File: config.mk
export PLATFORM = sky130hd
export DESIGN_NAME = rx_timeout_ctr
export DESIGN_NICKNAME = d
export VERILOG_FILES = /design/src/rtl/tmo_pkg.sv /design/src/rtl/tmo_mode_ctl.sv /design/src/rtl/tmo_down_counter.sv /design/src/rtl/tmo_ready_flag.sv /design/src/rtl/rx_timeout_ctr.sv
export SDC_FILE = /design/constraint.sdc
export NUM_CORES = 1
export LEC_CHECK = 0
export CORE_MARGIN = 4
export CORE_UTILIZATION = 45
export CTS_BUF_LIST = sky130_fd_sc_hd__clkbuf_4 sky130_fd_sc_hd__clkbuf_8 sky130_fd_sc_hd__clkbuf_16
export CTS_CLUSTER_SIZE = 8
export DETAILED_ROUTE_END_ITERATION = 8
export GPL_TIMING_DRIVEN = 0
export PLACE_DENSITY = 0.83
export SYNTH_ARGS = -nofsm -noshare
export SYNTH_HDL_FRONTEND = slang
export SYNTH_SLANG_ARGS = --single-unit
export TNS_END_PERCENT = 20
File: constraint.sdc
create_clock -name clk -period 2.6 [get_ports clk]
set_input_delay 0.39 -clock clk [delete_from_list [all_inputs] [get_ports clk]]
set_output_delay 0.39 -clock clk [all_outputs]
set_load 0.03 [all_outputs]
File: src/rtl/tmo_pkg.sv
package tmo_pkg;

   typedef enum logic {
      MODE_NORMAL  = 1'b0,
      MODE_TIMEOUT = 1'b1
   } tmo_mode_e;

endpackage

File: src/rtl/tmo_mode_ctl.sv
module tmo_mode_ctl
   import tmo_pkg::*;
(
   input  logic clk,
   input  logic rst_n,
   input  logic tmo_on_i,
   input  logic tmo_off_i,
   input  logic start_i,
   input  logic stop_i,
   input  logic char_xfer_i,
   output logic tmo_mode_o,
   output logic halt_o,
   output logic restart_o,
   output logic clr_ready_o
);

   tmo_mode_e mode_q;
   logic      in_tmo;
   logic      sw_stop;
   logic      sw_start;
   logic      rx_restart;

   always_ff @(posedge clk or negedge rst_n) begin
      if (!rst_n)          mode_q <= MODE_NORMAL;
      else if (tmo_on_i)   mode_q <= MODE_TIMEOUT;
      else if (tmo_off_i)  mode_q <= MODE_NORMAL;
   end

   assign in_tmo     = (mode_q == MODE_TIMEOUT);
   // software strobes are only honoured in normal mode
   assign sw_stop    = stop_i  && !in_tmo;
   assign sw_start   = start_i && !in_tmo && !stop_i;
   // receive watchdog restart only in timeout mode
   assign rx_restart = char_xfer_i && in_tmo;

   assign halt_o      = tmo_on_i || sw_stop;
   assign restart_o   = !tmo_on_i && (sw_start || rx_restart);
   assign clr_ready_o = tmo_on_i || sw_stop;
   assign tmo_mode_o  = in_tmo;

   assert_on_wins_R10: assert property (@(posedge clk) disable iff (!rst_n)
      (tmo_on_i && tmo_off_i) |=> tmo_mode_o);

   assert_off_mode_R9: assert property (@(posedge clk) disable iff (!rst_n)
      (tmo_off_i && !tmo_on_i) |=> !tmo_mode_o);

endmodule

File: src/rtl/tmo_down_counter.sv
module tmo_down_counter #(
   parameter int CNT_W = 16
) (
   input  logic             clk,
   input  logic             rst_n,
   input  logic             halt_i,
   input  logic             restart_i,
   input  logic             tick_i,
   input  logic [CNT_W-1:0] preload_i,
   output logic [CNT_W-1:0] cnt_o,
   output logic             run_o,
   output logic             expire_o
);

   localparam logic [CNT_W-1:0] CNT_ZERO = '0;
   localparam logic [CNT_W-1:0] CNT_ONE  = CNT_W'(1);

   generate
      if (CNT_W < 2 || CNT_W > 32) begin : g_bad_width
         $error("tmo_down_counter: CNT_W must lie in 2..32");
      end
   endgenerate

   logic at_zero;
   logic step;

   assign at_zero  = (cnt_o == CNT_ZERO);
   assign step     = run_o && tick_i && !halt_i && !restart_i;
   assign expire_o = step && at_zero;

   always_ff @(posedge clk or negedge rst_n) begin
      if (!rst_n) begin
         cnt_o <= CNT_ZERO;
         run_o <= 1'b0;
      end else if (halt_i) begin
         run_o <= 1'b0;
      end else if (restart_i) begin
         cnt_o <= preload_i;
         run_o <= 1'b1;
      end else if (step) begin
         cnt_o <= at_zero ? preload_i : (cnt_o - CNT_ONE);
      end
   end

   assert_dec_R3: assert property (@(posedge clk) disable iff (!rst_n)
      (run_o && tick_i && !halt_i && !restart_i && cnt_o != CNT_ZERO)
      |=> cnt_o == $past(cnt_o) - CNT_ONE);

   assert_restart_load_R2: assert property (@(posedge clk) disable iff (!rst_n)
      (restart_i && !halt_i) |=> (run_o && cnt_o == $past(preload_i)));

   assert_halt_hold_R5: assert property (@(posedge clk) disable iff (!rst_n)
      halt_i |=> (!run_o && cnt_o == $past(cnt_o)));

   assert_idle_hold_R3: assert property (@(posedge clk) disable iff (!rst_n)
      (!run_o && !restart_i) |=> (cnt_o == $past(cnt_o)));

endmodule

File: src/rtl/tmo_ready_flag.sv
module tmo_ready_flag (
   input  logic clk,
   input  logic rst_n,
   input  logic set_i,
   input  logic clr_i,
   output logic ready_o
);

   always_ff @(posedge clk or negedge rst_n) begin
      if (!rst_n)      ready_o <= 1'b0;
      else if (clr_i)  ready_o <= 1'b0;
      else if (set_i)  ready_o <= 1'b1;
   end

   assert_sticky_R4: assert property (@(posedge clk) disable iff (!rst_n)
      (ready_o && !clr_i) |=> ready_o);

   assert_clear_R6: assert property (@(posedge clk) disable iff (!rst_n)
      clr_i |=> !ready_o);

endmodule

File: src/rtl/rx_timeout_ctr.sv
module rx_timeout_ctr #(
   parameter int CNT_W = 16
) (
   input  logic             clk,
   input  logic             rst_n,
   input  logic             tmo_on_i,
   input  logic             tmo_off_i,
   input  logic             start_i,
   input  logic             stop_i,
   input  logic [CNT_W-1:0] preload_i,
   input  logic             tick_i,
   input  logic             char_xfer_i,
   output logic [CNT_W-1:0] count_o,
   output logic             running_o,
   output logic             tmo_mode_o,
   output logic             ready_o
);

   logic halt;
   logic restart;
   logic clr_ready;
   logic expire;

   tmo_mode_ctl u_mode (
      .clk         (clk),
      .rst_n       (rst_n),
      .tmo_on_i    (tmo_on_i),
      .tmo_off_i   (tmo_off_i),
      .start_i     (start_i),
      .stop_i      (stop_i),
      .char_xfer_i (char_xfer_i),
      .tmo_mode_o  (tmo_mode_o),
      .halt_o      (halt),
      .restart_o   (restart),
      .clr_ready_o (clr_ready)
   );

   tmo_down_counter #(.CNT_W(CNT_W)) u_cnt (
      .clk       (clk),
      .rst_n     (rst_n),
      .halt_i    (halt),
      .restart_i (restart),
      .tick_i    (tick_i),
      .preload_i (preload_i),
      .cnt_o     (count_o),
      .run_o     (running_o),
      .expire_o  (expire)
   );

   tmo_ready_flag u_flag (
      .clk     (clk),
      .rst_n   (rst_n),
      .set_i   (expire),
      .clr_i   (clr_ready),
      .ready_o (ready_o)
   );

   assert_tmo_locks_sw_R8: assert property (@(posedge clk) disable iff (!rst_n)
      (tmo_mode_o && (start_i || stop_i) && !tmo_on_i && !tmo_off_i
       && !char_xfer_i && !tick_i)
      |=> ($stable(count_o) && $stable(running_o) && $stable(ready_o)));

   assert_char_restart_R7: assert property (@(posedge clk) disable iff (!rst_n)
      (tmo_mode_o && char_xfer_i && !tmo_on_i)
      |=> (running_o && count_o == $past(preload_i)));

   assert_restart_beats_expiry_R10: assert property (@(posedge clk) disable iff (!rst_n)
      (tmo_mode_o && char_xfer_i && !tmo_on_i && tick_i && !ready_o)
      |=> !ready_o);

   assert_tmo_on_halts_R6: assert property (@(posedge clk) disable iff (!rst_n)
      tmo_on_i |=> (tmo_mode_o && !running_o && !ready_o));

endmodule

### Yosys cells after proc, flatten, opt, wreduce, memory -nomap -nowiden

Cells that the tools add are included.
Widths: inputs -> output; s select.

* logic and storage cells: 37
* register bits: 19
* input bits: 24
* output and inout port bits: 19

* reductions and logical operators: 22
* $add $sub $neg: 1
* bitwise operators: 1
* mux-type cells: 9

Operators with widths (number)
* $mux 16: 3
* $logic_not 16->1: 1
* $sub 16x1->16 const B: 1
* $logic_and 1x1->1: 9
* $reduce_bool 2->1: 4
* $mux 1: 6
* $logic_not 1->1: 5
* $logic_or 1x1->1: 2
* $reduce_and 2->1: 1
* $not 1->1: 1

### Longest topological paths before layout

Gate-level depths: netlist of run 1.

* depth after elaboration: 10
* depth in mapped cells: 9
* depth with buffers taken out: 7

### By module

From an unflattened synthesis of run 1, not the netlist that was laid out.

* cell total of the unflattened synthesis: 151
* area, all modules: 1323.8 um2

Modules (own cells, without submodules)
* tmo_down_counter: area an instance 1219.9 um2, cells an instance 141, times used 1
* tmo_mode_ctl: area an instance 68.8 um2, cells an instance 8, times used 1
* tmo_ready_flag: area an instance 35.0 um2, cells an instance 2, times used 1

### Worst setup path after synthesis of run 1

Ideal clock, no wire load.

* path kind: reg-to-reg
* start point: register u_cnt.cnt_o[0]
* end point: register u_cnt.cnt_o[5]
* slack: 0.428 ns
* arrival time: 2.033 ns
* clock period less this slack: 2.172 ns
* cell stages (with the launch flop): 10
* path buffers: 2
* cells stage by stage: dfrtp_1 > inv_1 > ha_1 > nor4b_1 > nand4_2 > and2_4 > buf_6 > buf_12 > o21ai_0 > a21oi_1

* word-level cells in the longest chain between the ends: 4
* elaborated cells on any way between the ends: 5

Ends and longest elaborated chain
* start, declared: line tmo_down_counter.sv:10 `output logic [CNT_W-1:0] cnt_o,`
* start signal, assigned: line tmo_down_counter.sv:38 `cnt_o <= preload_i;`
* start signal, assigned: line tmo_down_counter.sv:41 `cnt_o <= at_zero ? preload_i : (cnt_o - CNT_ONE);`
* $sub 16x1->16 / $logic_not 16->1 (equally long branches): line tmo_down_counter.sv:41, tmo_down_counter.sv:27
* $mux 16 *: line tmo_down_counter.sv:41
* $mux 16 *: line tmo_down_counter.sv:40 `end else if (step) begin`
* $mux 16 *: line tmo_down_counter.sv:37 `end else if (restart_i) begin`

Mark *: on every way between the ends. The rest lies on a longest branch, timed or not. The select of a mux whose other input is x is not followed.
A chain may end at the register's enable or synchronous reset.

### Worst setup path in the final report of run 1

* start point: register u_cnt.cnt_o[0]
* end point: register u_cnt.cnt_o[9]

The elaborated chain is that of the path after synthesis.

==> impl_metrics.csv, run 1 <==
group,metric,value,unit
setup_path,cp_data_arrival_time,2.49,ns
yosys,ys_warn_count,0,
floorplan,die_y,61.9,microns
cts,clk-insertion-delay-late,0.30,ns
yosys,synth_most_common_cell,"dfrtp_1",
grt,grt_pass1_vias,1291,
power,ir_drop,0.642,mV
timing,tightest_slew,0.868,ns
yosys,syn_inst,143,
setup_path,criticalPathCategory,"reg -> reg",
placed_design,hpwlAfterDp,2760,microns
layout,diodes,0,
grt,grt_max_degree,20,
cts,cts_buffer_depth,2,
setup_path,path_max_fanout,10,
yosys,ys_async_sr_fraction,1.00,
layout,utilization,0.651,
timing,rsz0062_at_grt,"false",
yosys,synth_xor_area_frac,0,
cts,clkTransAtPathRegs,0.11,ns
drt,ant_nets,0,
grt,grt_pass1_wl,5660,microns
layout,instances_no_fill,220,
cts,h-tree-depth,1,
cts,cts-root-buf,"clkbuf_4",
timing,hold_viol_final,0,
timing,fmax,431,MHz
yosys,yosys.area_share.simple,0.246,
yosys,ys_top_cells_by_area,"dfrtp_1 36%, mux2i_1 4.6%, a21oi_2 4.0%",
setup_path,worst_setup_path_end_kind,"register",
yosys,synth_top_cells_by_count,"19 x dfrtp_1, 12 x nand2_1, 10 x nand3_1, 10 x nor2_1, 9 x a21oi_1",
status,status,"finished clean",
placed_design,io_buffers,42,
yosys,synth_top_family_by_area,"compound AO/OA/AOI/OAI gates",
cts,cts_tree,"yes",
power,p_leak,0.711,nW
floorplan,die_w,61.9,microns
drt,vias,1364,
yosys,syn_area,1310,sq um
setup_path,timing.rr.start,"u_cnt.cnt_o[0]$_DFFE_PN0P_",
timing,slew-limit-headroom,0.419,
floorplan,die_area,3830,sq um
yosys,yosysTopAreaCell,"dfrtp_1",
timing,post-route-min-period,2.32,ns
drt,finalWirelength,3600,microns
drt,via_per_inst,6.20,
floorplan,ios,43,
cts,cts.sinks,19,
setup_path,worstPathRequired,2.77,ns
placed_design,place.gp.congestion,0.885,
timing,min_period_over_period,0.893,
yosys,synthAdderAreaFrac,0.0192,
yosys,ys_seq_elements,19,
hold_path,hold_path.class,"in -> async",
drt,dr.first_iter.drc_count,70,
drt,drc_errors,0,
cts,cts_hold_buf,0,
floorplan,start_util,0.474,
yosys,ys_types,42,
cts,cts_resized,0,
power,p_total,0.00144,W
drt,wl_per_cell,16.4,microns
power,power_density,802,nW/um^2
yosys,synth_compound_area_frac,0.271,
flow_run,drv_cap,0,
setup_path,startpoint_type,"register",
floorplan,core.rowCount,19,
setup_path,critPathLaunch,"u_cnt.cnt_o[0]$_DFFE_PN0P_",
grt,grt-ovfl-total,0,
yosys,yosysSeqAreaShare,0.364,
yosys,synthMuxAreaShare,0.0460,
yosys,synth_edf_count,0,
drt,first_pass_iters,4,
yosys,postSynthAreaPerCell,9.13,sq um
layout,num-nets-final,216,
layout,syn2layout_area_growth,37.5,%
timing,slew_violations,0,
yosys,synth-main-ff-cell,"dfrtp_1",
timing,finalSetupTns,0,ns
grt,antenna_found_initial,0,
timing,setup_viol,0,
cts,cts_made_buffers,3,
floorplan,core,2760,sq um
placed_design,dpl.cell_count,216,
timing,hold-worst-slack,0.571,ns
yosys,synth_fp_nets,169,
grt,grt_usage,0.199,
yosys,synth_top_cell_area_share,0.364,
layout,drive_gt1_frac,0.0952,
cts,cts_setup_buffers,0,
timing,fin_skew,0.00253,ns
-- critical path, stage by stage, from the launching register on --
cell	delay, ns
dfrtp_1	0.45
inv_1	0.11
ha_1	0.14
nor4b_1	0.40
nand4_2	0.29
and2_4	0.26
buf_6	0.15
buf_12	0.15
o21ai_0	0.15
a2bb2oi_1	0.08
-- sequential cells by signal, summed over array words and instances (netlist names) --
signal	count
u_mode.tmo_mode_o	1
u_cnt.cnt_o	16
u_cnt.run_o	1
u_flag.ready_o	1
-- stage by stage --
step | cell area, sq um | setup slack, ns
2_1_floorplan | 1310 | 0.428
3_3_place_gp | 1770 | 0.103
3_5_place_dp | 1770 | 0.0605
4_1_cts | 1800 | 0.275
5_1_grt | 1800 | 0.0822
6_report | 1800 | 0.279
-- layout by cell type (no fill, tap or decap), types with 6 or more instances in the layout --
cell type	instances
inv_1	6
a21oi_1	9
o21ai_0	7
nand2_1	12
nor2_1	10
nand3_1	10
nand4_1	6
mux2i_1	6
a2bb2oi_1	6
clkdlybuf4s50_1	42
dfrtp_1	19
a21oi_2	6
-- final timing paths --
| check | endpoint | slack, ns | cells after the start |
|---|---|---|---|
| worst max register to register | u_cnt.cnt_o[9]$_DFFE_PN0P_ | 0.28 | 9 |
| worst max-delay path | u_cnt.cnt_o[9]$_DFFE_PN0P_ | 0.28 | 9 |
| max in group asynchronous | u_cnt.cnt_o[14]$_DFFE_PN0P_ | 1.50 | 1 |
| worst min-delay path | u_flag.ready_o$_DFFE_PN0P_ | 0.57 | 1 |
| worst min register to register | u_flag.ready_o$_DFFE_PN0P_ | 0.59 | 2 |
| min in group clk | u_flag.ready_o$_DFFE_PN0P_ | 0.59 | 2 |
-- cells by family (layout without fill, tap and decap cells) --
logic type      Yosys count  count (layout)
compound gates           48              48
fa+ha+maj                 2               2
buf+inv                  12              58
flops                    19              19
mux                       6               6
simple gates             56              56
-- where the power goes --
| group | leakage, nW | switching, W | internal (W) |
|---|---|---|---|
| sequential | 0.220 | 0.000160 | 0.000387 |
| clock | 0.0184 | 0.0000966 | 0.0000702 |
| combinational | 0.473 | 0.000400 | 0.000327 |
| total | 0.711 | 0.000657 | 0.000783 |
-- routing by layer --
layer,up-vias,global-route usage,share of wire
met5,-,0,0
met4,0,0.0727,0.016
met3,8,0.0434,0.063
met2,50,0.339,0.48
met1,657,0.245,0.44
li1,649,-,-
-- final cells by class --
| cell class | count | area (sq um) |
|---|---|---|
| Multi-Input combinational cell | 112 | 761 |
| Fill cell | 229 | 962 |
| Tap cell | 31 | 38.8 |
| Clock buffer | 4 | 30.0 |
| Sequential cell | 19 | 475 |
| Timing Repair Buffer | 42 | 420 |
| Inverter | 6 | 22.5 |
| Buffer | 6 | 47.5 |
No activity file was read; power rests on OpenSTA's default activity.
==> inputs of run 2 (changes only) <==
--- a/config.mk
+++ b/config.mk
@@ -6,12 +6,12 @@
 export NUM_CORES = 1
 export LEC_CHECK = 0
 export CORE_MARGIN = 4
-export CORE_UTILIZATION = 45
+export CORE_UTILIZATION = 35
 export CTS_BUF_LIST = sky130_fd_sc_hd__clkbuf_4 sky130_fd_sc_hd__clkbuf_8 sky130_fd_sc_hd__clkbuf_16
 export CTS_CLUSTER_SIZE = 8
 export DETAILED_ROUTE_END_ITERATION = 8
 export GPL_TIMING_DRIVEN = 0
-export PLACE_DENSITY = 0.83
+export PLACE_DENSITY = 0.68
 export SYNTH_ARGS = -nofsm -noshare
 export SYNTH_HDL_FRONTEND = slang
 export SYNTH_SLANG_ARGS = --single-unit
==> impl_metrics.csv, run 2 (synthesized netlist as in run 1, its figures left out) <==
group,metric,value,unit
status,status,"finished clean",
cts,cts_resized,0,
setup_path,criticalPathCategory,"reg -> reg",
cts,cts_buffer_depth,2,
grt,grt_max_degree,20,
setup_path,startpoint_type,"register",
setup_path,r2r_cells,9,
grt,grt_usage,0.166,
layout,mostFrequentLayoutCell,"clkdlybuf4s50_1",
hold_path,hold_depth,2,
floorplan,die_area,4770,sq um
setup_path,worstPathRequired,2.71,ns
placed_design,place.gp.congestion,0.823,
cts,cts_setup_buffers,0,
setup_path,rrSetupSlack,0.23,ns
setup_path,critPathLaunch,"u_cnt.cnt_o[0]$_DFFE_PN0P_",
power,p_comb_frac,0.487,
placed_design,placed_area,1780,sq um
power,power.share.clock,0.147,
timing,fin_ws,0.225,ns
timing,post-route-min-period,2.37,ns
drt,ant_nets,0,
power,swShare,0.443,
cts,cts_made_buffers,3,
power,p_sw,0.000664,W
power,p_total,0.00150,W
power,ir_drop,0.284,mV
layout,syn2layout_area_growth,40.3,%
placed_design,dpl_worst_slack,0.0669,ns
cts,h-tree-depth,1,
floorplan,core,3470,sq um
timing,slew_violations,0,
layout,drive_gt1_frac,0.0952,
timing,hold-worst-slack,0.573,ns
setup_path,cp.depth,9,
timing,rsz0062_at_grt,"false",
flow_run,drv_cap,0,
grt,grt_pass1_wl,6560,microns
power,seq_power_share,0.366,
cts,clk-insertion-delay-late,0.26,ns
layout,final_area,1830,sq um
drt,vias,1335,
hold_path,hp-start,"u_flag.ready_o$_DFFE_PN0P_",
setup_path,crit_path_cell_trace,"inv_1, ha_1, nor4b_1, nand4_2, and2_4, buf_6, buf_12, o21ai_0, a21oi_1",
layout,regMostFlops,"u_cnt.cnt_o",
floorplan,start_util,0.377,
layout,largest_reg_flops,16,
setup_path,critPathTopFamily,"simple AND/OR/NAND/NOR gates",
layout,diodes,0,
setup_path,worst_setup_path_end_kind,"register",
power,p_int,0.000835,W
timing,fmax,421,MHz
floorplan,ios,43,
drt,wl_per_cell,16.4,microns
cts,clkTransAtPathRegs,0.08,ns
setup_path,timing.rr.start,"u_cnt.cnt_o[0]$_DFFE_PN0P_",
floorplan,die_w,69.1,microns
cts,cts_hold_buf,0,
grt,grt-ovfl-total,0,
timing,tightest_slew,0.908,ns
timing,fin_skew,0.00872,ns
setup_path,cp_data_arrival_time,2.48,ns
timing,setup_viol,0,
setup_path,slowest_delay,0.44,ns
placed_design,hpwlAfterDp,2850,microns
floorplan,core.rowCount,21,
timing,hold_viol_final,0,
timing,finalSetupTns,0,ns
drt,via_per_inst,5.68,
layout,fillerInstances,349,
layout,ff_latch_area,475,sq um
cts,cts.sinks,19,
layout,multi_input_area,761,sq um
drt,drc_errors,0,
cts,cts_tree,"yes",
timing,min_period_over_period,0.913,
drt,finalWirelength,3860,microns
power,power_density,818,nW/um^2
grt,antenna_found_initial,0,
cts,cts-root-buf,"clkbuf_8",
timing,slew-limit-headroom,0.393,
placed_design,io_buffers,42,
floorplan,die_y,69.1,microns
drt,first_pass_iters,5,
layout,mostFrequentLayoutCells,"42 x clkdlybuf4s50_1, 19 x dfrtp_1, 12 x nand2_1",
layout,num-nets-final,216,
hold_path,hold_path.class,"reg -> reg",
power,p_leak,0.719,nW
setup_path,cp_num_buf_inv,3,
drt,dr.first_iter.drc_count,75,
grt,grt_pass1_vias,1390,
setup_path,path_max_fanout,10,
setup_path,slowest_stage,"dfrtp_1",
-- run 2: worst reg2reg max path, delay by kind of cell (launching register included) --
family	cells	cell delay [ns]
DFF	1	0.44
buffers and inverters	3	0.41
AOI/OAI and AO/OA	2	0.23
and+or+nand+nor	3	0.99
adders and majority gates	1	0.14
-- run 2: worst paths after layout --
path / to
min in group asynchronous: u_cnt.cnt_o[11]$_DFFE_PN0P_
worst min register to register: u_flag.ready_o$_DFFE_PN0P_
max in group asynchronous: u_cnt.cnt_o[13]$_DFFE_PN0P_
worst max-delay path: u_cnt.cnt_o[5]$_DFFE_PN0P_
worst max register to register: u_cnt.cnt_o[5]$_DFFE_PN0P_
worst min-delay path: u_flag.ready_o$_DFFE_PN0P_
-- run 2: stage by stage --
step / cells / util
6_report: 235 / 0.528
5_1_grt: 235 / 0.528
4_1_cts: 235 / 0.528
3_5_place_dp: 231 / 0.514
3_3_place_gp: 231 / 0.514
2_1_floorplan: 143 / -
-- run 2: layer usage --
layer	GRT usage	part of all wire	wire, microns
met1	0.218	0.46	1800
met2	0.272	0.48	1850
met3	0.0305	0.044	171
met4	0.0564	0.013	50
met5	0	0	0
-- run 2: final cells by class --
class / count / area share
flip-flops and latches: 19 / 0.259
well taps: 46 / 0.0314
plain buffers: 6 / 0.0259
inverters: 6 / 0.0123
repair buffers: 42 / 0.229
clock buffers: 4 / 0.0266
multi-input cells: 112 / 0.415
-- run 2: power groups by stage --
stage / Sequential (W) / Combinational [W] / Clock, W
3_5_place_dp: 0.000552 / 0.000733 / 0
2_1_floorplan: 0.000704 / 0.000254 / 0
3_3_place_gp: 0.000544 / 0.000724 / 0
6_report: 0.000548 / 0.000730 / 0.000220
4_1_cts: 0.000546 / 0.000735 / 0.000233
5_1_grt: 0.000567 / 0.000781 / 0.000243
